**src/rtl/uart_fifo_pkg.sv**
```systemverilog
package uart_fifo_pkg;
  localparam int unsigned CTRL_W = 8;

  typedef enum logic [1:0] {
    TRIG_1  = 2'd0,
    TRIG_4  = 2'd1,
    TRIG_8  = 2'd2,
    TRIG_14 = 2'd3
  } rx_trig_e;

  typedef struct packed {
    logic     en;
    logic     dma;
    rx_trig_e trig;
  } fifo_cfg_t;

  function automatic int unsigned trig_level(rx_trig_e t);
    case (t)
      TRIG_1:  return 1;
      TRIG_4:  return 4;
      TRIG_8:  return 8;
      default: return 14;
    endcase
  endfunction
endpackage

```
**src/rtl/fifo_ctrl_reg.sv**
```systemverilog
module fifo_ctrl_reg
  import uart_fifo_pkg::*;
(
  input  logic              clk_i,
  input  logic              rst_ni,
  input  logic              we_i,
  input  logic [CTRL_W-1:0] wdata_i,
  output fifo_cfg_t         cfg_o,
  output logic              rx_clr_o,
  output logic              tx_clr_o
);
  localparam int unsigned B_EN   = 0;
  localparam int unsigned B_RCLR = 1;
  localparam int unsigned B_TCLR = 2;
  localparam int unsigned B_DMA  = 3;
  localparam int unsigned B_TRIG = 6;

  fifo_cfg_t cfg_q;
  logic      rx_clr_q, tx_clr_q;
  logic      mode_chg;

  assign mode_chg = we_i && (wdata_i[B_EN] != cfg_q.en);

  always_ff @(posedge clk_i or negedge rst_ni) begin
    if (!rst_ni) begin
      cfg_q    <= '{en: 1'b0, dma: 1'b0, trig: TRIG_1};
      rx_clr_q <= 1'b0;
      tx_clr_q <= 1'b0;
    end else begin
      rx_clr_q <= mode_chg || (we_i && wdata_i[B_EN] && wdata_i[B_RCLR]);
      tx_clr_q <= mode_chg || (we_i && wdata_i[B_EN] && wdata_i[B_TCLR]);
      if (we_i) begin
        cfg_q.en <= wdata_i[B_EN];
        if (wdata_i[B_EN]) begin
          cfg_q.dma  <= wdata_i[B_DMA];
          cfg_q.trig <= rx_trig_e'(wdata_i[B_TRIG+1:B_TRIG]);
        end
      end
    end
  end

  assign cfg_o    = cfg_q;
  assign rx_clr_o = rx_clr_q;
  assign tx_clr_o = tx_clr_q;

  assert_gated_R3: assert property (@(posedge clk_i) disable iff (!rst_ni)
    (we_i && !wdata_i[B_EN]) |=> ($stable(cfg_q.dma) && $stable(cfg_q.trig)));
  assert_rx_selfclr_R4: assert property (@(posedge clk_i) disable iff (!rst_ni)
    (rx_clr_q && !we_i) |=> !rx_clr_q);
  assert_tx_selfclr_R5: assert property (@(posedge clk_i) disable iff (!rst_ni)
    (tx_clr_q && !we_i) |=> !tx_clr_q);
endmodule

```
**src/rtl/byte_fifo.sv**
```systemverilog
module byte_fifo #(
  parameter int unsigned DEPTH  = 16,
  parameter int unsigned DATA_W = 8,
  localparam int unsigned PTR_W = $clog2(DEPTH),
  localparam int unsigned LVL_W = $clog2(DEPTH + 1)
) (
  input  logic              clk_i,
  input  logic              rst_ni,
  input  logic              deep_i,
  input  logic              clr_i,
  input  logic              push_i,
  input  logic [DATA_W-1:0] wdata_i,
  input  logic              pop_i,
  output logic [DATA_W-1:0] rdata_o,
  output logic [LVL_W-1:0]  level_o,
  output logic              empty_o,
  output logic              full_o
);
  logic [DATA_W-1:0] mem_q [DEPTH];
  logic [PTR_W-1:0]  wr_ptr_q, rd_ptr_q;
  logic [LVL_W-1:0]  level_q, cap;
  logic [DATA_W-1:0] rdata_q;
  logic              push_ok, pop_ok;

  assign cap     = deep_i ? LVL_W'(DEPTH) : LVL_W'(1);
  assign empty_o = (level_q == '0);
  assign full_o  = (level_q >= cap);
  assign push_ok = push_i && !full_o;
  assign pop_ok  = pop_i && !empty_o;

  function automatic logic [PTR_W-1:0] ptr_inc(logic [PTR_W-1:0] p);
    return (p == PTR_W'(DEPTH - 1)) ? '0 : p + 1'b1;
  endfunction

  always_ff @(posedge clk_i) begin
    if (push_ok && !clr_i) mem_q[wr_ptr_q] <= wdata_i;
  end

  always_ff @(posedge clk_i or negedge rst_ni) begin
    if (!rst_ni) begin
      wr_ptr_q <= '0;
      rd_ptr_q <= '0;
      level_q  <= '0;
      rdata_q  <= '0;
    end else if (clr_i) begin
      wr_ptr_q <= '0;
      rd_ptr_q <= '0;
      level_q  <= '0;
    end else begin
      if (push_ok) wr_ptr_q <= ptr_inc(wr_ptr_q);
      if (pop_ok) begin
        rd_ptr_q <= ptr_inc(rd_ptr_q);
        rdata_q  <= mem_q[rd_ptr_q];
      end
      case ({push_ok, pop_ok})
        2'b10:   level_q <= level_q + 1'b1;
        2'b01:   level_q <= level_q - 1'b1;
        default: level_q <= level_q;
      endcase
    end
  end

  assign rdata_o = rdata_q;
  assign level_o = level_q;

  assert_no_overflow_R9: assert property (@(posedge clk_i) disable iff (!rst_ni)
    level_q <= LVL_W'(DEPTH));
  assert_full_hold_R9: assert property (@(posedge clk_i) disable iff (!rst_ni)
    (push_i && full_o && !pop_i && !clr_i) |=> (level_q == $past(level_q)));
  assert_clear_R4: assert property (@(posedge clk_i) disable iff (!rst_ni)
    clr_i |=> (level_q == '0));
  assert_empty_pop_R10: assert property (@(posedge clk_i) disable iff (!rst_ni)
    (pop_i && empty_o && !push_i && !clr_i) |=> ($stable(rdata_q) && level_q == '0));
endmodule

```
**src/rtl/rx_trigger.sv**
```systemverilog
module rx_trigger
  import uart_fifo_pkg::*;
#(
  parameter int unsigned LVL_W = 5
) (
  input  logic             clk_i,
  input  logic             rst_ni,
  input  logic             en_i,
  input  rx_trig_e         trig_i,
  input  logic [LVL_W-1:0] level_i,
  output logic             irq_o
);
  logic [LVL_W-1:0] thresh;

  assign thresh = en_i ? LVL_W'(trig_level(trig_i)) : LVL_W'(1);
  assign irq_o  = (level_i >= thresh);

  assert_irq_nonempty_R8: assert property (@(posedge clk_i) disable iff (!rst_ni)
    irq_o |-> (level_i != '0));
  assert_irq_top_R7: assert property (@(posedge clk_i) disable iff (!rst_ni)
    (level_i >= LVL_W'(14)) |-> irq_o);
endmodule

```
**src/rtl/uart_fifo_ctrl.sv**
```systemverilog
module uart_fifo_ctrl
  import uart_fifo_pkg::*;
#(
  parameter int unsigned DEPTH  = 16,
  parameter int unsigned DATA_W = 8,
  localparam int unsigned LVL_W = $clog2(DEPTH + 1)
) (
  input  logic              clk_i,
  input  logic              rst_ni,
  input  logic              ctrl_we_i,
  input  logic [7:0]        ctrl_wdata_i,
  input  logic              tx_push_i,
  input  logic [DATA_W-1:0] tx_wdata_i,
  input  logic              tx_pop_i,
  output logic [DATA_W-1:0] tx_rdata_o,
  output logic [LVL_W-1:0]  tx_level_o,
  output logic              tx_empty_o,
  output logic              tx_full_o,
  input  logic              rx_push_i,
  input  logic [DATA_W-1:0] rx_wdata_i,
  input  logic              rx_pop_i,
  output logic [DATA_W-1:0] rx_rdata_o,
  output logic [LVL_W-1:0]  rx_level_o,
  output logic              rx_empty_o,
  output logic              rx_full_o,
  output logic              rx_irq_o,
  output logic              dma_mode_o,
  output logic              fifo_en_o
);
  fifo_cfg_t cfg;
  logic      rx_clr, tx_clr;

  fifo_ctrl_reg u_ctrl (
    .clk_i    (clk_i),
    .rst_ni   (rst_ni),
    .we_i     (ctrl_we_i),
    .wdata_i  (ctrl_wdata_i),
    .cfg_o    (cfg),
    .rx_clr_o (rx_clr),
    .tx_clr_o (tx_clr)
  );

  byte_fifo #(.DEPTH(DEPTH), .DATA_W(DATA_W)) u_tx_fifo (
    .clk_i   (clk_i),
    .rst_ni  (rst_ni),
    .deep_i  (cfg.en),
    .clr_i   (tx_clr),
    .push_i  (tx_push_i),
    .wdata_i (tx_wdata_i),
    .pop_i   (tx_pop_i),
    .rdata_o (tx_rdata_o),
    .level_o (tx_level_o),
    .empty_o (tx_empty_o),
    .full_o  (tx_full_o)
  );

  byte_fifo #(.DEPTH(DEPTH), .DATA_W(DATA_W)) u_rx_fifo (
    .clk_i   (clk_i),
    .rst_ni  (rst_ni),
    .deep_i  (cfg.en),
    .clr_i   (rx_clr),
    .push_i  (rx_push_i),
    .wdata_i (rx_wdata_i),
    .pop_i   (rx_pop_i),
    .rdata_o (rx_rdata_o),
    .level_o (rx_level_o),
    .empty_o (rx_empty_o),
    .full_o  (rx_full_o)
  );

  rx_trigger #(.LVL_W(LVL_W)) u_trig (
    .clk_i   (clk_i),
    .rst_ni  (rst_ni),
    .en_i    (cfg.en),
    .trig_i  (cfg.trig),
    .level_i (rx_level_o),
    .irq_o   (rx_irq_o)
  );

  assign dma_mode_o = cfg.dma;
  assign fifo_en_o  = cfg.en;
endmodule

```
**config.mk**
```make
export PLATFORM = sky130hd
export DESIGN_NAME = uart_fifo_ctrl
export DESIGN_NICKNAME = d
export VERILOG_FILES = /design/src/rtl/uart_fifo_pkg.sv /design/src/rtl/fifo_ctrl_reg.sv /design/src/rtl/byte_fifo.sv /design/src/rtl/rx_trigger.sv /design/src/rtl/uart_fifo_ctrl.sv
export SDC_FILE = /design/constraint.sdc
export NUM_CORES = 1
export LEC_CHECK = 0
export BUFFER_PORTS_ARGS = -buffer_cell sky130_fd_sc_hd__buf_2
export CORE_MARGIN = 5
export CORE_UTILIZATION = 50
export DETAILED_ROUTE_END_ITERATION = 7
export PLACE_DENSITY = 0.7
export SYNTH_ARGS = -nofsm -noshare
export SYNTH_HDL_FRONTEND = slang
export SYNTH_SLANG_ARGS = --single-unit
```
**constraint.sdc**
```tcl
create_clock -name clk_i -period 3.1 [get_ports clk_i]
set_input_delay 0.62 -clock clk_i [delete_from_list [all_inputs] [get_ports clk_i]]
set_output_delay 0.62 -clock clk_i [all_outputs]
set_load 0.01 [all_outputs]
```
==> results.sh, run 1 <==
export IMPL_outcome="completed"
export IMPL_drive_gt1_share_pct=29.9
export IMPL_netlist_cell_type_count=50
export IMPL_p_switching_mw=3.52
export IMPL_dp_hpwl_microns=16200
export IMPL_start_util_pct=50.4
export IMPL_skew_ps=17.5
export IMPL_clkPwrFrac_pct=30.9
export IMPL_critPathCaptureType="flop"
export IMPL_cts_buffer_depth=3
export IMPL_synth_xor_area_share_pct=0.992
export IMPL_synth_fa_ha_area_share_pct=2.70
export IMPL_synth_compound_area_share_pct=5.23
export IMPL_cp_required_ps=3570
export IMPL_finalCriticalPeriod_ps=2950
export IMPL_pre_cts_slack_ps=59.4
export IMPL_crit_buf_inv=2
export IMPL_fin_nets=860
export IMPL_grt_pass1_wl_microns=39800
export IMPL_cts_buffers=31
export IMPL_avgSynthCellArea_sq_um=17.8
export IMPL_areaGrowthSynthToFinish_pct=14.9
export IMPL_synth_edf_count=256
export IMPL_synthMuxAreaShare_pct=13.4
export IMPL_die_height_microns=169
export IMPL_rows=58
export IMPL_switching_share_pct=29.0
export IMPL_ant_nets=0
export IMPL_ios=64
export IMPL_async_flop_share_pct=15.8
export IMPL_synth_common_cells="256 x edfxtp_1, 64 x mux4_2, 48 x dfrtp_1, 43 x nor2_1"
export IMPL_setup_ws_ps=152
export IMPL_n_antenna_cell=0
export IMPL_max_stage_delay_ps=400
export IMPL_drv_slew=0
export IMPL_dp_cells=1100
export IMPL_path_class="reg -> reg"
export IMPL_max_slew_margin_rel_pct=36.9
export IMPL_grt_antenna_before_repair=0
export IMPL_synth_area_leader_cell="edfxtp_1"
export IMPL_ys_seq_area_share_pct=70.5
export IMPL_layoutNonFillerInstCount=1157
export IMPL_synth_top_area_share_pct=61.0
export IMPL_port_buffers=61
export IMPL_synth_simple_area_share_pct=5.47
export IMPL_cts_root_buf="clkbuf_16"
export IMPL_ys_warn_count=0
export IMPL_setup_viol=0
export IMPL_peakVddDrop_mv=0.568
export IMPL_synth_area_leaders="edfxtp_1 61%, mux4_2 11%, dfrtp_1 9.5%"
export IMPL_vias=6767
export IMPL_core_sq_um=25000
export IMPL_p_per_area_nw_per_um2=837
export IMPL_grt_max_degree=37
export IMPL_cts_tree="done"
export IMPL_drt_wl_total_microns=24500
export IMPL_arrival_ps=3420
export IMPL_synth_area_sq_um=12600
export IMPL_max_freq_ghz=0.339
export IMPL_ys_flop_type="edfxtp_1"
export IMPL_ys_ff_latch=304
export IMPL_crit_chain="inv_1, ha_1, nor4bb_4, a21oi_4, nand2_1, inv_1, ha_1, nor2b_1, o21a_1, o211a_1, o21ai_0, nor3b_1"
export IMPL_crit_path_start_kind="flop"
export IMPL_worst_slew_pin_slew_ps=946
export IMPL_cts_sinks=304
export IMPL_cts_clk_slew_worst_paths_ps=60
export IMPL_clk_latency_ps=550
export IMPL_finalCritPeriodShare_pct=95.1
export IMPL_finalInstanceArea_sq_um=14500
export IMPL_die_w_microns=169
export IMPL_slowest_stage="nor4bb_4"
export IMPL_synth_most_common_cell="edfxtp_1"
export IMPL_comb_power_share_pct=27.2
export IMPL_p_int_mw=8.61
export IMPL_p_leak_nw=5.05
export IMPL_cp_max_fo=6
export IMPL_syn_nets=765
export IMPL_grt_pass1_vias=7175
export IMPL_seqPwrFrac_pct=41.9
export IMPL_hold_viol_final=0
export IMPL_nFillCells=1837
export IMPL_route_detailed_drc=0
export IMPL_vias_per_cell=5.85
export IMPL_maxCapViolCount=0
export IMPL_drt_initial_drc_count=662
export IMPL_dieArea_sq_um=28500
export IMPL_first_pass_iters=5
export IMPL_postPlaceCellArea_sq_um=13400
export IMPL_crit_family="simple AND/OR/NAND/NOR gates"
export IMPL_synth_top_family_by_area="multiplexers"
export IMPL_detail_route_wl_per_cell_microns=21.2
export IMPL_syn_inst=708
export IMPL_hp_class="in -> async"
export IMPL_gp_congestion=0.812
export IMPL_grt_usage_pct=17.6
export IMPL_globalRouteOverflowTotal=0
export IMPL_htree_levels=1
-- state kept, by name, indices dropped and copies added (netlist names) --
signal and cells:
u_rx_fifo.level_o 5, u_rx_fifo.rd_ptr_q 4, u_tx_fifo.mem_q 128, u_tx_fifo.rdata_o 8
u_tx_fifo.level_o 5, u_tx_fifo.rd_ptr_q 4, u_rx_fifo.wr_ptr_q 4, u_ctrl.cfg_o 4
u_ctrl.rx_clr_o 1, u_rx_fifo.rdata_o 8, u_ctrl.tx_clr_o 1, u_tx_fifo.wr_ptr_q 4
u_rx_fifo.mem_q 128
-- through the flow --
step / total power, mW / setup TNS, ps / utilization [%] / hold slack, ps
detailed placement: 8.44 / 0 / 53.6 / 508
CTS: 12.2 / 0 / 57.7 / 204
global route: 12.8 / -41.8 / 57.9 / 255
global placement: 8.30 / 0 / 53.6 / 485
floorplan: 7.51 / 0 / - / 324
finish: 12.1 / 0 / 57.9 / 198
-- cells in the final DEF, fill, tap and decap left out, types with 3 or more instances in the layout --
| cell | instances |
|---|---|
| nand2b_1 | 4 |
| dfrtp_1 | 46 |
| and4_1 | 4 |
| and3_1 | 3 |
| buf_4 | 32 |
| nand2_1 | 35 |
| xor2_1 | 3 |
| mux2_2 | 19 |
| clkinv_1 | 5 |
| nor3b_1 | 4 |
| a21oi_1 | 35 |
| buf_2 | 61 |
| inv_1 | 14 |
| mux2i_1 | 4 |
| nor3_1 | 9 |
| mux4_2 | 64 |
| xnor2_1 | 5 |
| clkinvlp_4 | 3 |
| nand3b_1 | 3 |
| ha_1 | 24 |
| bufinv_16 | 5 |
| a21o_1 | 6 |
| o22ai_1 | 32 |
| and2_1 | 8 |
| nor2b_1 | 3 |
| o21ai_0 | 10 |
| clkinv_2 | 7 |
| nand3_1 | 6 |
| nor2_1 | 43 |
| or3_1 | 3 |
| edfxtp_1 | 256 |
| clkbuf_16 | 31 |
-- per-layer routing --
metal  routed length (microns)  up-vias  GRT usage (%)
met5                         0        -              0
met4                       404        0           3.88
met3                      1130       32           2.62
met2                     12500      187           29.4
met1                     10500     3530           24.8
li1                          -     3018              -
-- layout make-up --
type	instances	area (sq um)	area share [%]
sequential	304	8890	61.3
multi-input combinational	359	3550	24.5
clock buffer	33	783	5.40
timing repair buffer	93	546	3.76
tap	330	413	2.85
clock inverter	24	262	1.80
inverter	14	52.6	0.363
-- timing repair --
| item | CTS | global route |
|---|---|---|
| endpoints found under the setup margin | 0 | 3 |
| setup buffers | 0 | 0 |
| resized for setup | 0 | 5 |
| hold buffers | 0 | 0 |
| endpoints found under the hold margin | 0 | 0 |
-- path summary, 6_finish.rpt --
path | from | slack (ps) | depth (start not counted) | endpoint
max in group asynchronous | rst_ni | 2130 | 2 | u_rx_fifo.rd_ptr_q[0]
worst min-delay path | rst_ni | 200 | 1 | u_tx_fifo.level_o[2]
worst min register to register | u_ctrl.cfg_o[2] | 520 | 1 | u_ctrl.cfg_o[2]
worst max register to register | u_ctrl.cfg_o[3] | 150 | 12 | u_rx_fifo.level_o[4]
worst max-delay path | u_ctrl.cfg_o[3] | 150 | 12 | u_rx_fifo.level_o[4]
min in group clk_i | ctrl_we_i | 270 | 2 | u_ctrl.cfg_o[3]
-- power by group through the flow --
stage / clock, mW / sequential (mW) / combinational, mW
3_5_place_dp: 0 / 5.17 / 3.27
3_3_place_gp: 0 / 5.14 / 3.16
4_1_cts: 3.81 / 5.08 / 3.30
5_1_grt: 4.01 / 5.13 / 3.62
6_report: 3.74 / 5.08 / 3.30
2_1_floorplan: 0 / 5.09 / 2.43
-- logic make-up after synthesis --
family,count (synthesis)
DFF,304
and+or+nand+nor,136
AOI/OAI and AO/OA,100
muxes,87
buffers and inverters,45
adders and majority gates,26
xor gates and xnor gates,10
Power figures use the tool's default switching activity.
==> run 2, diff against run 1 <==
--- a/config.mk
+++ b/config.mk
@@ -10,6 +10,7 @@
 export CORE_UTILIZATION = 50
 export DETAILED_ROUTE_END_ITERATION = 7
 export PLACE_DENSITY = 0.7
+export RECOVER_POWER = 100
 export SYNTH_ARGS = -nofsm -noshare
 export SYNTH_HDL_FRONTEND = slang
 export SYNTH_SLANG_ARGS = --single-unit
==> run 2 against run 1 <==
Against the previous run:
- the flow now finishes with violations (capacitance limit, slew limit)
- global-route usage unchanged
- final area decreased by 1.4%
- worst setup slack improved by 29 ps
- register-to-register slack improved by 30 ps
- total power decreased by 1.2%
- critical path depth unchanged
- clock skew increased by 2.2 ps
- final cell count unchanged
- first-iteration DRC count decreased by 7.7%
- clock-buffer cell count unchanged
- combinational power decreased by 5%
==> results.sh, run 2 (synthesis results as in run 1) <==
export IMPL_grt_max_degree=37
export IMPL_rows=58
export IMPL_finalInstanceArea_sq_um=14300
export IMPL_failed_checks="capacitance limit, slew limit"
export IMPL_start_util_pct=50.4
export IMPL_cts_sinks=304
export IMPL_first_pass_iters=5
export IMPL_grt_usage_pct=17.6
export IMPL_skew_ps=19.6
export IMPL_grt_antenna_before_repair=0
export IMPL_dp_hpwl_microns=16200
export IMPL_gp_congestion=0.812
export IMPL_hold_slack_ps=271
export IMPL_cp_max_fo=6
export IMPL_max_freq_ghz=0.343
export IMPL_max_slew_margin_rel_pct=-45.4
export IMPL_finalCriticalPeriod_ps=2920
export IMPL_hp_start="ctrl_we_i"
export IMPL_drv_slew=37
export IMPL_cts_buffers=31
export IMPL_n_antenna_cell=0
export IMPL_core_sq_um=25000
export IMPL_nFillCells=1886
export IMPL_critPathCaptureType="flop"
export IMPL_areaGrowthSynthToFinish_pct=13.3
export IMPL_cp_required_ps=3570
export IMPL_die_height_microns=169
export IMPL_finalCritPeriodShare_pct=94.2
export IMPL_cts_clk_slew_worst_paths_ps=60
export IMPL_worst_slew_pin_slew_ps=2180
export IMPL_postPlaceCellArea_sq_um=13400
export IMPL_cts_tree="done"
export IMPL_htree_levels=1
export IMPL_vias_per_cell=5.82
export IMPL_drive_gt1_share_pct=21.2
export IMPL_clk_latency_ps=560
export IMPL_p_leak_nw=4.82
export IMPL_mostFrequentLayoutCell="edfxtp_1"
export IMPL_path_class="reg -> reg"
export IMPL_port_buffers=61
export IMPL_die_w_microns=169
export IMPL_ant_nets=0
export IMPL_cts_setup_buffers=0
export IMPL_globalRouteOverflowTotal=0
export IMPL_setup_viol=0
export IMPL_drt_initial_drc_count=611
export IMPL_arrival_ps=3390
export IMPL_largestRegisters="u_rx_fifo.mem_q x128, u_tx_fifo.mem_q x128"
export IMPL_outcome="finished with violations"
export IMPL_grt_pass1_wl_microns=39800
export IMPL_finalSetupTns_ps=0
export IMPL_fin_nets=860
export IMPL_cts_buffer_depth=3
export IMPL_grt_pass1_vias=7175
export IMPL_cts_root_buf="clkbuf_16"
export IMPL_hold_viol_final=0
export IMPL_final_cell_mix="256 x edfxtp_1, 68 x clkbuf_1, 64 x mux4_2"
export IMPL_worstReg2RegStart="u_ctrl.cfg_o[3]"
export IMPL_hp_class="in -> reg"
export IMPL_crit_path_start_kind="flop"
export IMPL_vias=6738
export IMPL_ios=64
export IMPL_dieArea_sq_um=28500
export IMPL_peakVddDrop_mv=0.567
export IMPL_p_per_area_nw_per_um2=838
export IMPL_drt_wl_total_microns=24500
export IMPL_route_detailed_drc=0
export IMPL_detail_route_wl_per_cell_microns=21.2
export IMPL_maxCapViolCount=1
export IMPL_startpoint="u_ctrl.cfg_o[3]"
## run 2: worst max-delay path, cell delays in order, from the launching register on
cell      delay, ps
dfrtp_1         370
inv_1           150
ha_1            300
nor4bb_4        410
a21oi_4         140
nand2_1         140
inv_1            90
ha_1            320
nor2b_1         150
o21a_1          190
o211a_1         230
o21ai_0         150
nor3b_1         200
## run 2: area by class of cell
cell class	count	area, sq um	share of cell area (%)
flip-flops and latches	304	8890	62.2
multi-input cells	359	3490	24.4
clock buffers	33	783	5.48
well taps	330	413	2.89
repair buffers	93	400	2.80
clock inverters	24	262	1.83
inverters	14	52.6	0.368
## run 2: timing repair
action,in CTS,in global routing
hold buffers,0,0
resized for setup,0,5
endpoints found under the setup margin,0,3
## run 2: through the flow
step                      instances  setup WS, ps  total power [mW]  utilization, %
after floorplan                 708          45.0              7.51               -
after global placement         1100           181              8.30            53.6
after detailed placement       1100          59.4              8.44            53.6
after CTS                      1157          36.0              12.2            57.7
after global routing           1157         -18.1              12.6            57.1
final                          1157           181              12.0            57.1
## run 2: path summary, 6_finish.rpt
| check | endpoint | slack, ps | cells after the start |
|---|---|---|---|
| min in group asynchronous | u_tx_fifo.level_o[2] | 700 | 1 |
| setup reg to reg | u_rx_fifo.level_o[4] | 180 | 12 |
| hold reg to reg | u_ctrl.cfg_o[2] | 520 | 1 |
| setup / recovery | u_rx_fifo.level_o[4] | 180 | 12 |
| max in group asynchronous | u_rx_fifo.rdata_o[7] | 840 | 2 |
| hold / removal | u_ctrl.cfg_o[3] | 270 | 2 |
## run 2: power breakdown
group          total (mW)  internal, mW  leakage [nW]  switching [mW]
clock network        3.75          2.25         0.508            1.50
logic                3.15          1.49          1.42            1.66
registers            5.09          4.75          2.89           0.337
total                12.0          8.49          4.82            3.50
## run 2: metal layers
metal / global-route usage, % / up-vias / share of wire, %
met5: 0 / - / 0
met1: 24.8 / 3529 / 43
met2: 29.4 / 160 / 51
li1: - / 3015 / -
met4: 3.88 / 0 / 1.7
met3: 2.62 / 34 / 4.8
==> run 3, diff against run 2 <==
--- a/config.mk
+++ b/config.mk
@@ -5,10 +5,11 @@
 export SDC_FILE = /design/constraint.sdc
 export NUM_CORES = 1
 export LEC_CHECK = 0
-export BUFFER_PORTS_ARGS = -buffer_cell sky130_fd_sc_hd__buf_2
+export BUFFER_PORTS_ARGS = -buffer_cell sky130_fd_sc_hd__clkbuf_2
 export CORE_MARGIN = 5
 export CORE_UTILIZATION = 50
 export DETAILED_ROUTE_END_ITERATION = 7
+export GPL_TIMING_DRIVEN = 0
 export PLACE_DENSITY = 0.7
 export RECOVER_POWER = 100
 export SYNTH_ARGS = -nofsm -noshare
==> run 3 against run 2 <==
Against the previous run:
- the flow now finishes without violations
- sequential cell count stayed put
- sequential power down 1%
- register-to-register slack worse by 70 ps
- utilization barely moved
- combinational power up 8.6%
- highest routed layer unchanged
- largest power group unchanged
- hold slack better by 38 ps
- global-route usage increased by 0.74 points
==> results.sh, run 3 (synthesis results as in run 1) <==
export IMPL_outcome="completed"
export IMPL_core_sq_um=25000
export IMPL_rrSetupSlack_ps=110
export IMPL_nFillCells=1882
export IMPL_hold_viol_final=0
export IMPL_final_cell_mix="256 x edfxtp_1, 72 x clkbuf_1, 64 x mux4_2"
export IMPL_crit_buf_inv=3
export IMPL_areaGrowthSynthToFinish_pct=13.3
export IMPL_n_antenna_cell=0
export IMPL_cp_required_ps=3550
export IMPL_p_leak_nw=4.82
export IMPL_cp_max_fo=8
export IMPL_grt_pass1_wl_microns=40700
export IMPL_ant_nets=0
export IMPL_finalCritPeriodShare_pct=96.5
export IMPL_cts_sinks=304
export IMPL_setup_viol=0
export IMPL_grt_antenna_before_repair=0
export IMPL_drt_initial_drc_count=577
export IMPL_crit_path_start_kind="flop"
export IMPL_cts_buffer_depth=3
export IMPL_crit_chain="clkbuf_4, inv_1, ha_1, nor4bb_4, a21oi_4, nand2_1, inv_1, ha_1, nor2b_1, o21a_1, o211a_1, o21ai_0, nor3b_1"
export IMPL_cts_buffers=31
export IMPL_drt_wl_total_microns=25900
export IMPL_drive_gt1_share_pct=22.2
export IMPL_path_class="reg -> reg"
export IMPL_cts_root_buf="clkbuf_16"
export IMPL_skew_ps=11.5
export IMPL_max_freq_ghz=0.334
export IMPL_worst_slew_pin_slew_ps=1060
export IMPL_grt_pass1_vias=7091
export IMPL_gp_congestion=0.885
export IMPL_dp_hpwl_microns=17100
export IMPL_hp_class="in -> reg"
export IMPL_crit_family="simple AND/OR/NAND/NOR gates"
export IMPL_worstReg2RegStart="u_tx_fifo.level_o[0]"
export IMPL_die_w_microns=169
export IMPL_max_stage_delay_ps=370
export IMPL_first_pass_iters=5
export IMPL_dieArea_sq_um=28500
export IMPL_mostFrequentLayoutCell="edfxtp_1"
export IMPL_vias=6838
export IMPL_htree_levels=1
export IMPL_port_buffers=61
export IMPL_ios=64
export IMPL_hold_depth=3
export IMPL_rows=58
export IMPL_hp_start="ctrl_wdata_i[2]"
export IMPL_cts_clk_slew_worst_paths_ps=60
export IMPL_finalCriticalPeriod_ps=2990
export IMPL_maxCapViolCount=0
export IMPL_p_per_area_nw_per_um2=833
export IMPL_grt_max_degree=49
export IMPL_cp_depth=13
export IMPL_vias_per_cell=5.88
export IMPL_slowest_stage="nor4bb_4"
export IMPL_clk_latency_ps=550
export IMPL_ff2ff_path_depth=13
export IMPL_start_util_pct=50.4
export IMPL_max_slew_margin_rel_pct=29.0
export IMPL_arrival_ps=3450
export IMPL_total_power_mw=11.9
export IMPL_critPathCaptureType="flop"
export IMPL_fin_nets=866
export IMPL_cts_tree="done"
export IMPL_hold_slack_ps=309
export IMPL_grt_usage_pct=18.3
export IMPL_finalSetupTns_ps=0
export IMPL_die_height_microns=169
export IMPL_cp_endpoint="u_tx_fifo.level_o[4]"
export IMPL_route_detailed_drc=0
export IMPL_globalRouteOverflowTotal=0
export IMPL_detail_route_wl_per_cell_microns=22.3
export IMPL_r2r_end="u_tx_fifo.level_o[4]"
export IMPL_largestRegisters="u_rx_fifo.mem_q x128, u_tx_fifo.mem_q x128"
export IMPL_drv_slew=0
export IMPL_peakVddDrop_mv=0.460
export IMPL_startpoint="u_tx_fifo.level_o[0]"
==> run 3: cell count changes in the layout (fill, tap and decap cells not counted), moves of 6 or more <==
| cell | before | now |
|---|---|---|
| and2_1 | 1 | 7 |
| clkbuf_2 | 3 | 14 |
| buf_2 | 17 | 7 |
| nor2_1 | 43 | 35 |
| and2_0 | 7 | 1 |
| nor2_2 | 0 | 8 |
==> run 3: worst register-to-register path: cells and delay by family, from the launching register on <==
family / cells / cell delay [ps]
AND/OR/NAND/NOR: 4 / 830
AO/OA/AOI/OAI: 4 / 710
adder cells (fa/ha/maj): 2 / 660
buffers and inverters: 3 / 360
flip-flops: 1 / 350
==> run 3: worst min path at each step <==
stage | end
after detailed placement | u_ctrl.cfg_o[2]
after CTS | u_ctrl.cfg_o[3]
final | u_ctrl.tx_clr_o
after global placement | u_ctrl.cfg_o[2]
after floorplan | u_ctrl.cfg_o[0]
after global routing | u_ctrl.cfg_o[0]
==> run 3: layout make-up <==
| cell class | count | area (sq um) | share of cell area (%) |
|---|---|---|---|
| Multi-Input combinational cell | 359 | 3530 | 24.7 |
| Buffer | 30 | 159 | 1.11 |
| Timing Repair Buffer | 69 | 302 | 2.11 |
| Clock inverter | 11 | 90.1 | 0.630 |
| Tap cell | 330 | 413 | 2.89 |
| Clock buffer | 45 | 858 | 6.00 |
| Sequential cell | 304 | 8890 | 62.2 |
| Inverter | 14 | 52.6 | 0.368 |
==> run 3: through the flow <==
stage / area (sq um) / cells / setup WS [ps] / util, %
final: 14300 / 1162 / 108 / 57.1
after global routing: 14300 / 1162 / -18.6 / 57.1
after CTS: 14300 / 1154 / 5.77 / 57.1
after detailed placement: 13300 / 1099 / -382 / 53.2
after global placement: 13300 / 1099 / -169 / 53.2
after floorplan: 12600 / 708 / 45.0 / -
==> run 3: metal layers <==
metal	up-vias	GRT usage (%)	part of all wire, %	wire [microns]
met5	-	0	0	0
met1	3515	25.6	42	10800
met2	247	30.5	50	13000
li1	3022	-	-	-
met3	54	3.22	6.3	1640
met4	0	3.95	2.0	517
==> run 3: report_power, final <==
| part | switching [mW] | internal, mW |
|---|---|---|
| combinational | 1.85 | 1.57 |
| sequential | 0.266 | 4.75 |
| clock | 1.47 | 2.00 |
| total | 3.59 | 8.32 |
==> run 3: repair_timing <==
action / CTS / global route
pin swaps: 0 / 4
endpoints found under the hold margin: 0 / 11
endpoints found under the setup margin: 123 / 123
buffers inserted: 0 / 6
hold buffers: 0 / 1
gates resized for setup: 6 / 15
